### src/rtl/serirq_pkg.sv
package serirq_pkg;
  typedef enum logic [2:0] {
    SQ_IDLE,
    SQ_START,
    SQ_SLOT,
    SQ_STOP,
    SQ_TAR
  } sq_state_e;
endpackage

### src/rtl/serirq_seq.sv
module serirq_seq
  import serirq_pkg::*;
#(
  parameter int START_LEN = 8,
  parameter int IDLE_GAP  = 4,
  parameter int MAX_SLOTS = 17,
  localparam int SW = $clog2(MAX_SLOTS + 1),
  localparam int CW = $clog2(START_LEN + IDLE_GAP + 4)
) (
  input  logic          clk,
  input  logic          rst_n,
  input  logic          line_in,
  input  logic          mode_quiet,
  input  logic [SW-1:0] num_slots,
  output logic          drive_low,
  output logic          sample_stb,
  output logic [SW-1:0] slot_idx,
  output logic [SW-1:0] n_lat,
  output logic          frame_done
);
  sq_state_e     st;
  logic [CW-1:0] cnt;
  logic [1:0]    phase;
  logic          quiet_q;
  logic          last_slot;

  assign last_slot  = (slot_idx == n_lat - SW'(1));
  assign drive_low  = (st == SQ_START) || (st == SQ_STOP);
  assign sample_stb = (st == SQ_SLOT) && (phase == 2'd0);
  assign frame_done = (st == SQ_TAR) && (cnt == '0);

  always_ff @(posedge clk) begin
    if (!rst_n) begin
      st       <= SQ_IDLE;
      cnt      <= CW'(IDLE_GAP - 1);
      phase    <= '0;
      slot_idx <= '0;
      n_lat    <= SW'(2);
      quiet_q  <= 1'b0;
    end else begin
      case (st)
        SQ_IDLE: begin
          if (quiet_q) begin
            if (!line_in) begin
              st  <= SQ_START;
              cnt <= CW'(START_LEN - 2);
            end
          end else if (cnt == '0) begin
            st  <= SQ_START;
            cnt <= CW'(START_LEN - 1);
          end else begin
            cnt <= cnt - CW'(1);
          end
        end
        SQ_START: begin
          if (cnt == '0) begin
            st       <= SQ_SLOT;
            slot_idx <= '0;
            phase    <= '0;
            n_lat    <= num_slots;
          end else begin
            cnt <= cnt - CW'(1);
          end
        end
        SQ_SLOT: begin
          if (phase == 2'd2) begin
            phase <= '0;
            if (last_slot) begin
              st      <= SQ_STOP;
              quiet_q <= mode_quiet;
              cnt     <= mode_quiet ? CW'(1) : CW'(2);
            end else begin
              slot_idx <= slot_idx + SW'(1);
            end
          end else begin
            phase <= phase + 2'd1;
          end
        end
        SQ_STOP: begin
          if (cnt == '0) begin
            st  <= SQ_TAR;
            cnt <= CW'(1);
          end else begin
            cnt <= cnt - CW'(1);
          end
        end
        SQ_TAR: begin
          if (cnt == '0) begin
            st  <= SQ_IDLE;
            cnt <= CW'(IDLE_GAP - 1);
          end else begin
            cnt <= cnt - CW'(1);
          end
        end
        default: st <= SQ_IDLE;
      endcase
    end
  end

  // slot count input kept in its legal range when latched
  a_r4_count_range: assert property (@(posedge clk) disable iff (!rst_n)
    (st == SQ_START && cnt == '0) |-> (num_slots >= SW'(2) && num_slots <= SW'(MAX_SLOTS)));

  // a low wire in quiet idle opens a frame on the next clock
  a_r7_quiet_request: assert property (@(posedge clk) disable iff (!rst_n)
    (st == SQ_IDLE && quiet_q && !line_in) |=> drive_low);

  // without a request, quiet idle stays idle
  a_r7_quiet_wait: assert property (@(posedge clk) disable iff (!rst_n)
    (st == SQ_IDLE && quiet_q && line_in) |=> !drive_low);

  // continuous idle is not shortened by the wire
  a_r6_gap_hold: assert property (@(posedge clk) disable iff (!rst_n)
    (st == SQ_IDLE && !quiet_q && cnt != '0) |=> (st == SQ_IDLE));

  // the stop pulse follows only the last slot
  a_r5_stop_after_last: assert property (@(posedge clk) disable iff (!rst_n)
    $rose(st == SQ_STOP) |-> ($past(slot_idx) == $past(n_lat) - SW'(1)));
endmodule

### src/rtl/serirq_capture.sv
module serirq_capture #(
  parameter int MAX_SLOTS = 17,
  localparam int SW   = $clog2(MAX_SLOTS + 1),
  localparam int NIRQ = MAX_SLOTS - 1
) (
  input  logic            clk,
  input  logic            rst_n,
  input  logic            line_in,
  input  logic            sample_stb,
  input  logic [SW-1:0]   slot_idx,
  input  logic [SW-1:0]   n_lat,
  input  logic            frame_done,
  output logic [NIRQ-1:0] irq_level,
  output logic            nmi_level
);
  logic [SW-1:0] nmi_idx;
  logic          shadow_nmi;
  assign nmi_idx = n_lat - SW'(1);

  always_ff @(posedge clk) begin
    if (!rst_n) begin
      shadow_nmi <= 1'b0;
      nmi_level  <= 1'b0;
    end else begin
      if (sample_stb && slot_idx == nmi_idx) shadow_nmi <= !line_in;
      if (frame_done) nmi_level <= shadow_nmi;
    end
  end

  for (genvar i = 0; i < NIRQ; i++) begin : g_slot
    logic shadow;
    logic in_use;
    assign in_use = (SW'(i) < nmi_idx);
    always_ff @(posedge clk) begin
      if (!rst_n) begin
        shadow       <= 1'b0;
        irq_level[i] <= 1'b0;
      end else begin
        if (sample_stb && slot_idx == SW'(i) && in_use) shadow <= !line_in;
        if (frame_done) irq_level[i] <= in_use ? shadow : 1'b0;
      end
    end
  end

  // levels move only at the end of a frame
  a_r8_hold: assert property (@(posedge clk) disable iff (!rst_n)
    !frame_done |=> $stable({irq_level, nmi_level}));

  // sampling happens only inside the frame's slot range
  a_r3_sample_in_range: assert property (@(posedge clk) disable iff (!rst_n)
    sample_stb |-> (slot_idx < n_lat));
endmodule

### src/rtl/serirq_host.sv
module serirq_host #(
  parameter int START_LEN = 8,
  parameter int IDLE_GAP  = 4,
  parameter int MAX_SLOTS = 17,
  localparam int SW   = $clog2(MAX_SLOTS + 1),
  localparam int NIRQ = MAX_SLOTS - 1
) (
  input  logic            clk,
  input  logic            rst_n,
  input  logic            serirq_in,
  input  logic            quiet_sel,
  input  logic [SW-1:0]   slot_count,
  output logic            serirq_drive,
  output logic [NIRQ-1:0] irq_level,
  output logic            nmi_level
);
  logic          sample_stb;
  logic          frame_done;
  logic [SW-1:0] slot_idx;
  logic [SW-1:0] n_lat;

  serirq_seq #(
    .START_LEN (START_LEN),
    .IDLE_GAP  (IDLE_GAP),
    .MAX_SLOTS (MAX_SLOTS)
  ) u_seq (
    .clk        (clk),
    .rst_n      (rst_n),
    .line_in    (serirq_in),
    .mode_quiet (quiet_sel),
    .num_slots  (slot_count),
    .drive_low  (serirq_drive),
    .sample_stb (sample_stb),
    .slot_idx   (slot_idx),
    .n_lat      (n_lat),
    .frame_done (frame_done)
  );

  serirq_capture #(
    .MAX_SLOTS (MAX_SLOTS)
  ) u_capture (
    .clk        (clk),
    .rst_n      (rst_n),
    .line_in    (serirq_in),
    .sample_stb (sample_stb),
    .slot_idx   (slot_idx),
    .n_lat      (n_lat),
    .frame_done (frame_done),
    .irq_level  (irq_level),
    .nmi_level  (nmi_level)
  );

  // the host never pulls the wire during a sample clock
  a_r3_released_on_sample: assert property (@(posedge clk) disable iff (!rst_n)
    sample_stb |-> !serirq_drive);
endmodule

### config.mk
export PLATFORM = sky130hd
export DESIGN_NAME = serirq_host
export DESIGN_NICKNAME = d
export VERILOG_FILES = /design/src/rtl/serirq_pkg.sv /design/src/rtl/serirq_seq.sv /design/src/rtl/serirq_capture.sv /design/src/rtl/serirq_host.sv
export SDC_FILE = /design/constraint.sdc
export NUM_CORES = 1
export LEC_CHECK = 0
export BUFFER_PORTS_ARGS = -buffer_cell sky130_fd_sc_hd__buf_4
export CORE_MARGIN = 5
export CORE_UTILIZATION = 45
export CTS_BUF_LIST = sky130_fd_sc_hd__clkbuf_4
export DETAILED_ROUTE_END_ITERATION = 16
export SLEW_MARGIN = 10
export SYNTH_ARGS = -nofsm -noshare
export SYNTH_HDL_FRONTEND = slang
export SYNTH_HIERARCHICAL = 1
export SYNTH_SLANG_ARGS = --single-unit
### constraint.sdc
create_clock -name clk -period 3.1 [get_ports clk]
set_input_delay 0.62 -clock clk [delete_from_list [all_inputs] [get_ports clk]]
set_output_delay 0.62 -clock clk [all_outputs]
set_load 0.02 [all_outputs]
---- Yosys cells after proc, flatten, opt, wreduce, memory -nomap -nowiden ----
Cells that the tools add are included.
storage, ports and cells
  RAM bits ................................ 0
  input port bits ......................... 9
  memories ................................ 0
  latch bits .............................. 0
  bits in read-only memories .............. 0
  logic and storage cells ................. 181
  register bits ........................... 54
  output and inout port bits .............. 18
cells by class
  $mul .................................... 0
  add/subtract/negate cells ............... 4
  bitwise logic cells ..................... 0
  shifts and indexed selects .............. 0
  div/mod/pow operators ................... 0
  reductions and logical operators ........ 49
  magnitude comparators ................... 16
  equal/unequal tests ..................... 30
  muxes and demuxes ....................... 42
operators with widths
  operator             count
  $eq 5x4->1 const B   8
  $lt 4x5->1 const A   8
  $logic_and 1x1->1    35
  $mux 4               8
  $mux 3               8
  $eq 5x3->1 const B   4
  $lt 3x5->1 const A   4
  $pmux 4 s5           1
  $mux 1               16
  $mux 5               3
  $pmux 3 s5           1
  $ne 2x2->1 const B   6
  $eq 5x2->1 const B   2
  $lt 1x5->1 const A   2
  $lt 2x5->1 const A   2
  $pmux 5 s2           1
  $reduce_and 7->1     1
  $eq 3x2->1 const B   2
  $mux 2               3
  $add 5x1->5 const B  1
  $eq 5x1->1 const B   1
  $eq 5x5->1           1
  $logic_not 5->1      1
  $reduce_and 5->1     1
  other kinds (20)     21

---- Depth between registers and ports, before layout ----
Gate-level depths: netlist of run 1.
  depth in word-level cells ............... 5
  mapped depth ............................ 10
  gate-level depth less buffers ........... 8

---- By module ----
The synthesis of run 1 kept the hierarchy.
modules (own cells, without submodules)
  module          area an instance (um^2)  sequential area each (um^2)  instances  cells an instance
  serirq_capture  1866.8                   680.7                        1          227
  serirq_seq      1293.7                   400.4                        1          164

---- Worst setup path after synthesis of run 1 ----
Ideal clock, no wire load.
  kind .................................... reg-to-reg
  start point ............................. register u_seq.n_lat[0]
  end point ............................... register u_capture.g_slot[12].shadow
  data required time ...................... 3.028 ns
  cell stages (with the launch flop) ...... 9
  clock period less this slack ............ 2.141 ns
  path buffers ............................ 1
  library setup time ...................... 0.072 ns
  slack ................................... 0.959 ns
  arrival ................................. 2.069 ns
  path through ............................ dfxtp_1 buf_2 inv_1 ha_1 a21o_1 a211oi_1 o22ai_1 nor4_2 mux2i_1
between the ends
  cells in the longest elaborated chain, start to end .. 3
RTL lines
  element                 RTL line              RTL
  start, declared         serirq_seq.sv:18      output logic [SW-1:0] n_lat,
  start signal, assigned  serirq_seq.sv:60      n_lat <= num_slots;
  $sub 5x1->5             serirq_capture.sv:18  assign nmi_idx = n_lat - SW'(1);
  $lt 4x5->1              serirq_capture.sv:33  assign in_use = (SW'(i) < nmi_idx);
  $logic_and 1x1->1       serirq_capture.sv:39  if (sample_stb && slot_idx == SW'(i) && in_use) shadow <= !line_in;
  end signal, assigned    serirq_capture.sv:39
  end, declared           serirq_capture.sv:31  logic shadow;
No other way between the ends.
A chain may end at the register's enable or synchronous reset.

---- Final worst setup path of run 1 ----
  start point ............................. register u_seq.st[0]
  end point ............................... register u_capture.g_slot[10].shadow
between the ends
  cells in the longest elaborated chain, start to end .. 4
RTL lines
  element                          RTL line              RTL
  start, declared                  serirq_seq.sv:21      sq_state_e st;
  start signal, assigned           serirq_seq.sv:34      st <= SQ_IDLE;
  start signal, assigned           serirq_seq.sv:45      st <= SQ_START;
  start signal, assigned           serirq_seq.sv:49      st <= SQ_START;
  $eq 3x2->1                       serirq_seq.sv:29      assign sample_stb = (st == SQ_SLOT) && (phase == 2'd0);
  $logic_and 1x1->1                serirq_seq.sv:29
  net sample_stb                   serirq_host.sv:17     logic sample_stb;
  $logic_and 1x1->1 (2 in series)  serirq_capture.sv:39
  end signal, assigned             serirq_capture.sv:39
  end, declared                    serirq_capture.sv:31
The timed path passes the listed nets, and every way through them passes these cells.

==> results.md, run 1 <==
* Root Buffer: clkbuf_4
* Final setup fails at 0
* Layout area overhead at 9.62%
* Crit path max fanout at 13
* Top-area cell type share of the netlist area at 0.342
* First-pass GRT wire length at 13.4 mm
* Power per Cell Area at 394 mW/mm2
* Worst EP arrival at 2870 ps
* Gr ovfl total at 0
* Final wirelength at 7.87 mm
* Total placed instance area at 0.00339 mm2
* Setup Buffers After CTS at 0
* Hold Path Class: reg2reg
* Setup TNS at 0 ps
* Leakage at 1.29 nW
* Largest net degree at the start of global routing at 32
* Worst Tran Pin Value at 652 ps
* Tcrit/Tclk final at 0.840
* Number of synthesized flops with an enable pin at 0
* Bufs on Longest Clock Path at 2
* Multi-input gate area at 0.00189 mm2
* Post-Syn Nets at 405
* Number of routed nets with antenna violations at 0
* GRT Util Overall at 0.187
* FF+latch area at 0.00108 mm2
* Die Height at 93.8 um
* Die Width at 93.8 um
* Outcome: completed
* Synth async-reset ratio at 0
* DRT iter0 DRCs at 272
* Share of layout cells above drive strength 1 at 0.136
* DRC violations left at 0
* Top_reg_cell synth: dfxtp_1
* Startpoint types: flip-flop
* Clock skew at 18.3 ps
* Setup slack after placement at 559 ps
* PnR worst setup slack at 496 ps
* Count of different cell masters after synthesis at 68
* Clock-pin slew on the worst setup and hold paths at 160 ps
* CORE AREA at 0.00683 mm2
* # fillers at 693
* Max-cap viol count at 0
* Average cell area after synthesis at 8.08 um2
* WP buf/inv at 0
* Fin. Hold Viols at 0
* Ranking of synthesized cells by area: dfxtp_1 34%, nand2_1 6.1%, a21oi_1 5.1%
* CTS Sinks at 54
* Final Cell Area at 0.00346 mm2
* Vias in the first global route at 2639
* Max IR drop VDD at 0.284 mV
* Via count at 2883
* Worst EP required at 3370 ps
* Final GP Congestion at 0.878
* Antenna diodes at 0
* Kind of cell adding the most delay to the critical path: simple AND/OR/NAND/NOR gates
* Max Freq at 0.384 GHz
* DR WL/cell at 15.7 um
* Clock tree from TritonCTS: built
* Nets at 418
* Syn Inst Count at 391
* I/O Buffers at 26
* Initial Util at 0.463
* Synth Warn # at 6
* Vias per std cell at 5.77
* Syn Std Cell Area at 0.00316 mm2
* Leading area contributor after synthesis: dfxtp_1
* Seq/Total Area, Yosys at 0.342
* Hold Slack at 471 ps
* First-pass DRT Iterations at 4
* Max Slew Vio Count at 0
* FF+latch count, synth at 54
* CP endpoint kind: flip-flop
* Max H-tree Level at 2
* Io pins at 27
* CTS buffer count at 5
* Worst path slowest cell: dfxtp_1
* Hpwl dp at 5.60 mm
* CTS Hold Buffers Added at 0
* Die area at 0.00880 mm2
* Post-cts sizing count at 0
* RSZ-0062 raised after global routing: false
* Core Util, Final at 0.507
* Cell Rows at 30
* Tmin final at 2600 ps
* Worst-path cell chain: nor2_1 > nand2_1 > nor3_1 > nor2b_1 > and2_1 > o21ai_0 > o311ai_0 > o41ai_1
* Slew HR at 0.564
* Worst path max stage delay at 450 ps
* Initial antenna violation count at 0
* Setup CP Type: reg2reg
* Clock Latency Late Sink at 380 ps
==> metal layers <==
metal  vias up  global-route usage  part of all wire
met3        12              0.0304             0.050
li1       1448                   -                 -
met2        67               0.273              0.44
met5         -                   0                 0
met4         0              0.0457             0.011
met1      1356               0.284              0.50
==> state kept, by name (all words and copies together) (netlist names) <==
name,cells
u_capture/g_slot.shadow,16
u_capture/irq_level,16
u_capture/nmi_level,1
u_capture/shadow_nmi,1
u_seq/cnt,4
u_seq/n_lat,5
u_seq/phase,2
u_seq/quiet_q,1
u_seq/slot_idx,5
u_seq/st,3
==> final timing paths <==
path | endpoint | slack [ps] | start | cells after the start
worst min-delay path | u_capture/g_slot[14].shadow | 470 | u_capture/g_slot[14].shadow | 2
worst max register to register | u_capture/g_slot[10].shadow | 500 | u_seq/st[0] | 8
worst max-delay path | u_capture/g_slot[10].shadow | 500 | u_seq/st[0] | 8
worst min register to register | u_capture/g_slot[14].shadow | 470 | u_capture/g_slot[14].shadow | 2
==> placed cells by master (no fill, tap or decap), types with 6 or more instances in the layout <==
master / Yosys / routed
nor3_1: 6 / 6
o211ai_1: 9 / 9
nand3_1: 27 / 27
xnor2_1: 9 / 9
xor2_1: 8 / 8
o21ai_0: 8 / 8
dfxtp_1: 54 / 54
a21oi_1: 32 / 32
buf_4: 5 / 32
mux2i_1: 16 / 16
nor4_1: 8 / 8
o31ai_1: 6 / 6
nor2_1: 23 / 23
nand2_1: 51 / 51
and3_1: 6 / 6
inv_1: 13 / 13
==> tightest hold or removal path, delay by kind of cell, from the launching register on <==
| kind | cells | cell delay (ps) |
|---|---|---|
| flops | 1 | 340 |
| mux | 1 | 60 |
| simple gates | 1 | 50 |
==> cell families (layout without fill, tap and decap cells) <==
| kind of cell | count (synthesis) | in the layout | synth area share |
|---|---|---|---|
| compound gates | 98 | 98 | 0.215 |
| xor+xnor | 18 | 18 | 0.0523 |
| fa+ha+maj | 5 | 5 | 0.0198 |
| buf+inv | 42 | 55 | 0.0610 |
| flops | 54 | 54 | 0.342 |
| mux | 16 | 16 | 0.0507 |
| simple gates | 158 | 158 | 0.260 |
==> cells in the mapped netlist (2+ instances only) <==
master and number:
o22ai_1 2, a32o_1 2, dfxtp_1 54, clkinv_1 2, nor3b_1 2, buf_4 5
o31ai_1 6, a21oi_1 32, o2111ai_1 2, nand3b_1 2, o21ai_0 8, xnor2_1 9
a311oi_1 3, and3_1 6, or3_1 4, mux2i_1 16, o311ai_0 2, buf_1 2
nand3_1 27, a211oi_1 5, or2_2 2, nor2b_1 4, ha_1 5, nand2_1 51
inv_1 13, o2bb2ai_1 2, buf_2 7, or4_1 3, nand4_1 5, clkbuf_1 11
nor4_1 8, nand2b_1 3, a31o_2 2, a21o_1 3, xor2_1 8, o211ai_1 9
a31oi_1 4, o21a_1 3, nor2_1 23, nor3_1 6
==> layout make-up <==
| class | instances | area share |
|---|---|---|
| inverters | 16 | 0.0173 |
| clock buffers | 5 | 0.0108 |
| repair buffers | 32 | 0.0693 |
| multi-input cells | 295 | 0.545 |
| well taps | 96 | 0.0347 |
| clock inverters | 2 | 0.0112 |
| flip-flops and latches | 54 | 0.312 |
==> where the power goes <==
| part | switching (mW) | internal, mW | total, mW |
|---|---|---|---|
| registers | 0.0386 | 0.717 | 0.755 |
| logic | 0.132 | 0.0855 | 0.218 |
| clock network | 0.223 | 0.167 | 0.391 |
==> through the flow <==
step,power [mW],std cells
after global placement,0.983,493
after CTS,1.37,500
after detailed placement,0.985,493
after global routing,1.44,500
after floorplan,0.925,391
final,1.36,500
No activity file was read; power rests on OpenSTA's default activity.
==> run 2: changes to the inputs <==
clock period = 2.7 ns   (was 3.1 ns; I/O delays follow)
==> results.md, run 2 (synthesized netlist as in run 1, its figures left out) <==
* Post-cts sizing count at 0 (unchanged)
* Via count at 2943 (+2.1%)
* Reg-to-Reg Start: u_seq/st[2]
* Tcrit/Tclk final at 0.893 (+0.0531)
* Nets at 423 (+1.2%)
* Clock skew at 26.6 ps (+8.30 ps)
* Vias in the first global route at 2743 (+3.9%)
* Vias per std cell at 5.82 (+0.87%)
* Largest net degree at the start of global routing at 32 (unchanged)
* Top flop regs: u_capture/g_slot.shadow x16, u_capture/irq_level x16
* Leakage at 1.32 nW (+2.5%)
* Worst-path cell chain: nor2_2 > nand2_1 > nor3_2 > nor2b_1 > nand3_1 > nor4_1 > mux2i_1
* Tmin final at 2410 ps (-193 ps)
* Worst Tran Pin Value at 652 ps (+0.0806 ps)
* First-pass DRT Iterations at 5 (+1)
* Clock Latency Late Sink at 390 ps (about the same)
* Crit path max fanout at 13 (unchanged)
* Most common cell after layout, fill and taps aside: dfxtp_1
* CTS buffer count at 5 (unchanged)
* Worst EP required at 3030 ps (-340 ps)
* Reg-to-reg slack, setup at 290 ps (-210 ps)
* Hold Path Sink: u_capture/g_slot[0].shadow
* Total placed instance area at 0.00343 mm2 (+1.1%)
* Initial antenna violation count at 0 (unchanged)
* Setup TNS at 0 ps (unchanged)
* Min-delay src: serirq_in
* Antenna diodes at 0 (unchanged)
* Max Freq at 0.415 GHz (+8.0%)
* Max-cap viol count at 0 (unchanged)
* Final Cell Area at 0.00351 mm2 (+1.4%)
* Max Slew Vio Count at 0 (unchanged)
* RSZ-0062 raised after global routing: false
* Multi-input gate area at 0.00189 mm2 (+0.40%)
* R2R depth at 7 (-1)
* Final setup fails at 0 (unchanged)
* Placed cells at 498 (+1.0%)
* DRT iter0 DRCs at 222 (-18%)
* Setup CP Type: reg2reg
* Most frequent cells in the layout: 54 x dfxtp_1, 51 x nand2_1, 37 x buf_4, 32 x a21oi_1, 27 x nand3_1
* FF+latch area at 0.00108 mm2 (unchanged)
* Worst path max stage delay at 480 ps (+30 ps)
* Share of layout cells above drive strength 1 at 0.151 (+0.0151)
* Io pins at 27 (unchanged)
* Bufs on Longest Clock Path at 2 (unchanged)
* R2r endpoint: u_capture/g_slot[11].shadow
* Die Height at 93.8 um (unchanged)
* First-pass GRT wire length at 13.7 mm (+2.1%)
* Clock tree from TritonCTS: built
* Power per Cell Area at 454 mW/mm2 (+15%)
* GRT Util Overall at 0.195 (+0.00784)
* Root Buffer: clkbuf_4
* Layout area overhead at 11.2%
* Worst EP arrival at 2740 ps (-130 ps)
* Slew HR at 0.564 (about the same)
* # fillers at 695 (+0.29%)
* I/O Buffers at 26 (unchanged)
* WHS Path Cells at 2 (unchanged)
* Clock-pin slew on the worst setup and hold paths at 180 ps (+20 ps)
* Core Util, Final at 0.514 (+0.00714)
* Gr ovfl total at 0 (unchanged)
* DRC violations left at 0 (unchanged)
* Outcome: completed
* Number of routed nets with antenna violations at 0 (unchanged)
* Die Width at 93.8 um (unchanged)
* Max H-tree Level at 2 (unchanged)
* Final wirelength at 8.18 mm (+4.0%)
* Startpoint types: flip-flop
* Initial Util at 0.463 (unchanged)
* Hold Path Class: in2reg
* Final GP Congestion at 0.836 (-4.8%)
* Max IR drop VDD at 0.300 mV (+5.6%)
* Hpwl dp at 5.81 mm (+3.8%)
* Fin. Hold Viols at 0 (unchanged)
* Worst path slowest cell: dfxtp_1
* CTS Hold Buffers Added at 0 (unchanged)
* Non-filler cells, final at 506 (+1.2%)
* Die area at 0.00880 mm2 (unchanged)
* Setup Buffers After CTS at 0 (unchanged)
* DR WL/cell at 16.2 um (+2.8%)
* CORE AREA at 0.00683 mm2 (unchanged)
* CP endpoint kind: flip-flop
* Cell Rows at 30 (unchanged)
* CTS Sinks at 54 (unchanged)
-- run 2: cell count changes in the layout (fill, tap and decap cells not counted), sizes merged --
cell  change
buf       +5
inv       +1
-- run 2: worst max path at each step --
| stage | start | depth (start not counted) | slack [ps] | to |
|---|---|---|---|---|
| finish | u_seq/st[2] | 7 | 290 | u_capture/g_slot[11].shadow |
| global route | u_seq/st[2] | 7 | 60 | u_capture/g_slot[11].shadow |
| global placement | u_seq/st[2] | 7 | 350 | u_capture/g_slot[11].shadow |
| CTS | u_seq/st[2] | 7 | 160 | u_capture/g_slot[11].shadow |
| detailed placement | u_seq/st[2] | 7 | 190 | u_capture/g_slot[11].shadow |
| floorplan | u_seq/n_lat[0] | 8 | 560 | u_capture/g_slot[12].shadow |
-- run 2: report_power, final --
part           total [mW]  switching (mW)  leakage, nW  internal [mW]
combinational       0.268           0.165        0.840          0.103
sequential          0.855          0.0318        0.436          0.823
clock               0.472           0.276       0.0432          0.196
-- run 2: area by class of cell --
| class | count | share of cell area |
|---|---|---|
| clock buffers | 5 | 0.0107 |
| clock inverters | 3 | 0.0121 |
| inverters | 16 | 0.0171 |
| multi-input cells | 295 | 0.539 |
| flip-flops and latches | 54 | 0.308 |
| well taps | 96 | 0.0342 |
| repair buffers | 37 | 0.0791 |
-- run 2: metal layers --
layer | global-route usage | vias up | wire [um]
li1 | - | 1460 | -
met3 | 0.0329 | 11 | 365
met1 | 0.284 | 1390 | 4080
met2 | 0.297 | 82 | 3640
met4 | 0.0493 | 0 | 96
met5 | 0 | - | 0
-- run 2: stage by stage --
step	worst slack [ps]	total power, mW	hold WS, ps
after floorplan	559	1.06	430
after detailed placement	192	1.13	450
after global placement	347	1.14	446
after CTS	157	1.61	370
final	288	1.60	376
after global routing	63.2	1.69	366
-- run 2: critical path: cells and delay by family, from the launching register on --
family        cells  cell delay, ps
simple gates      6            1630
flops             1             480
mux               1             250
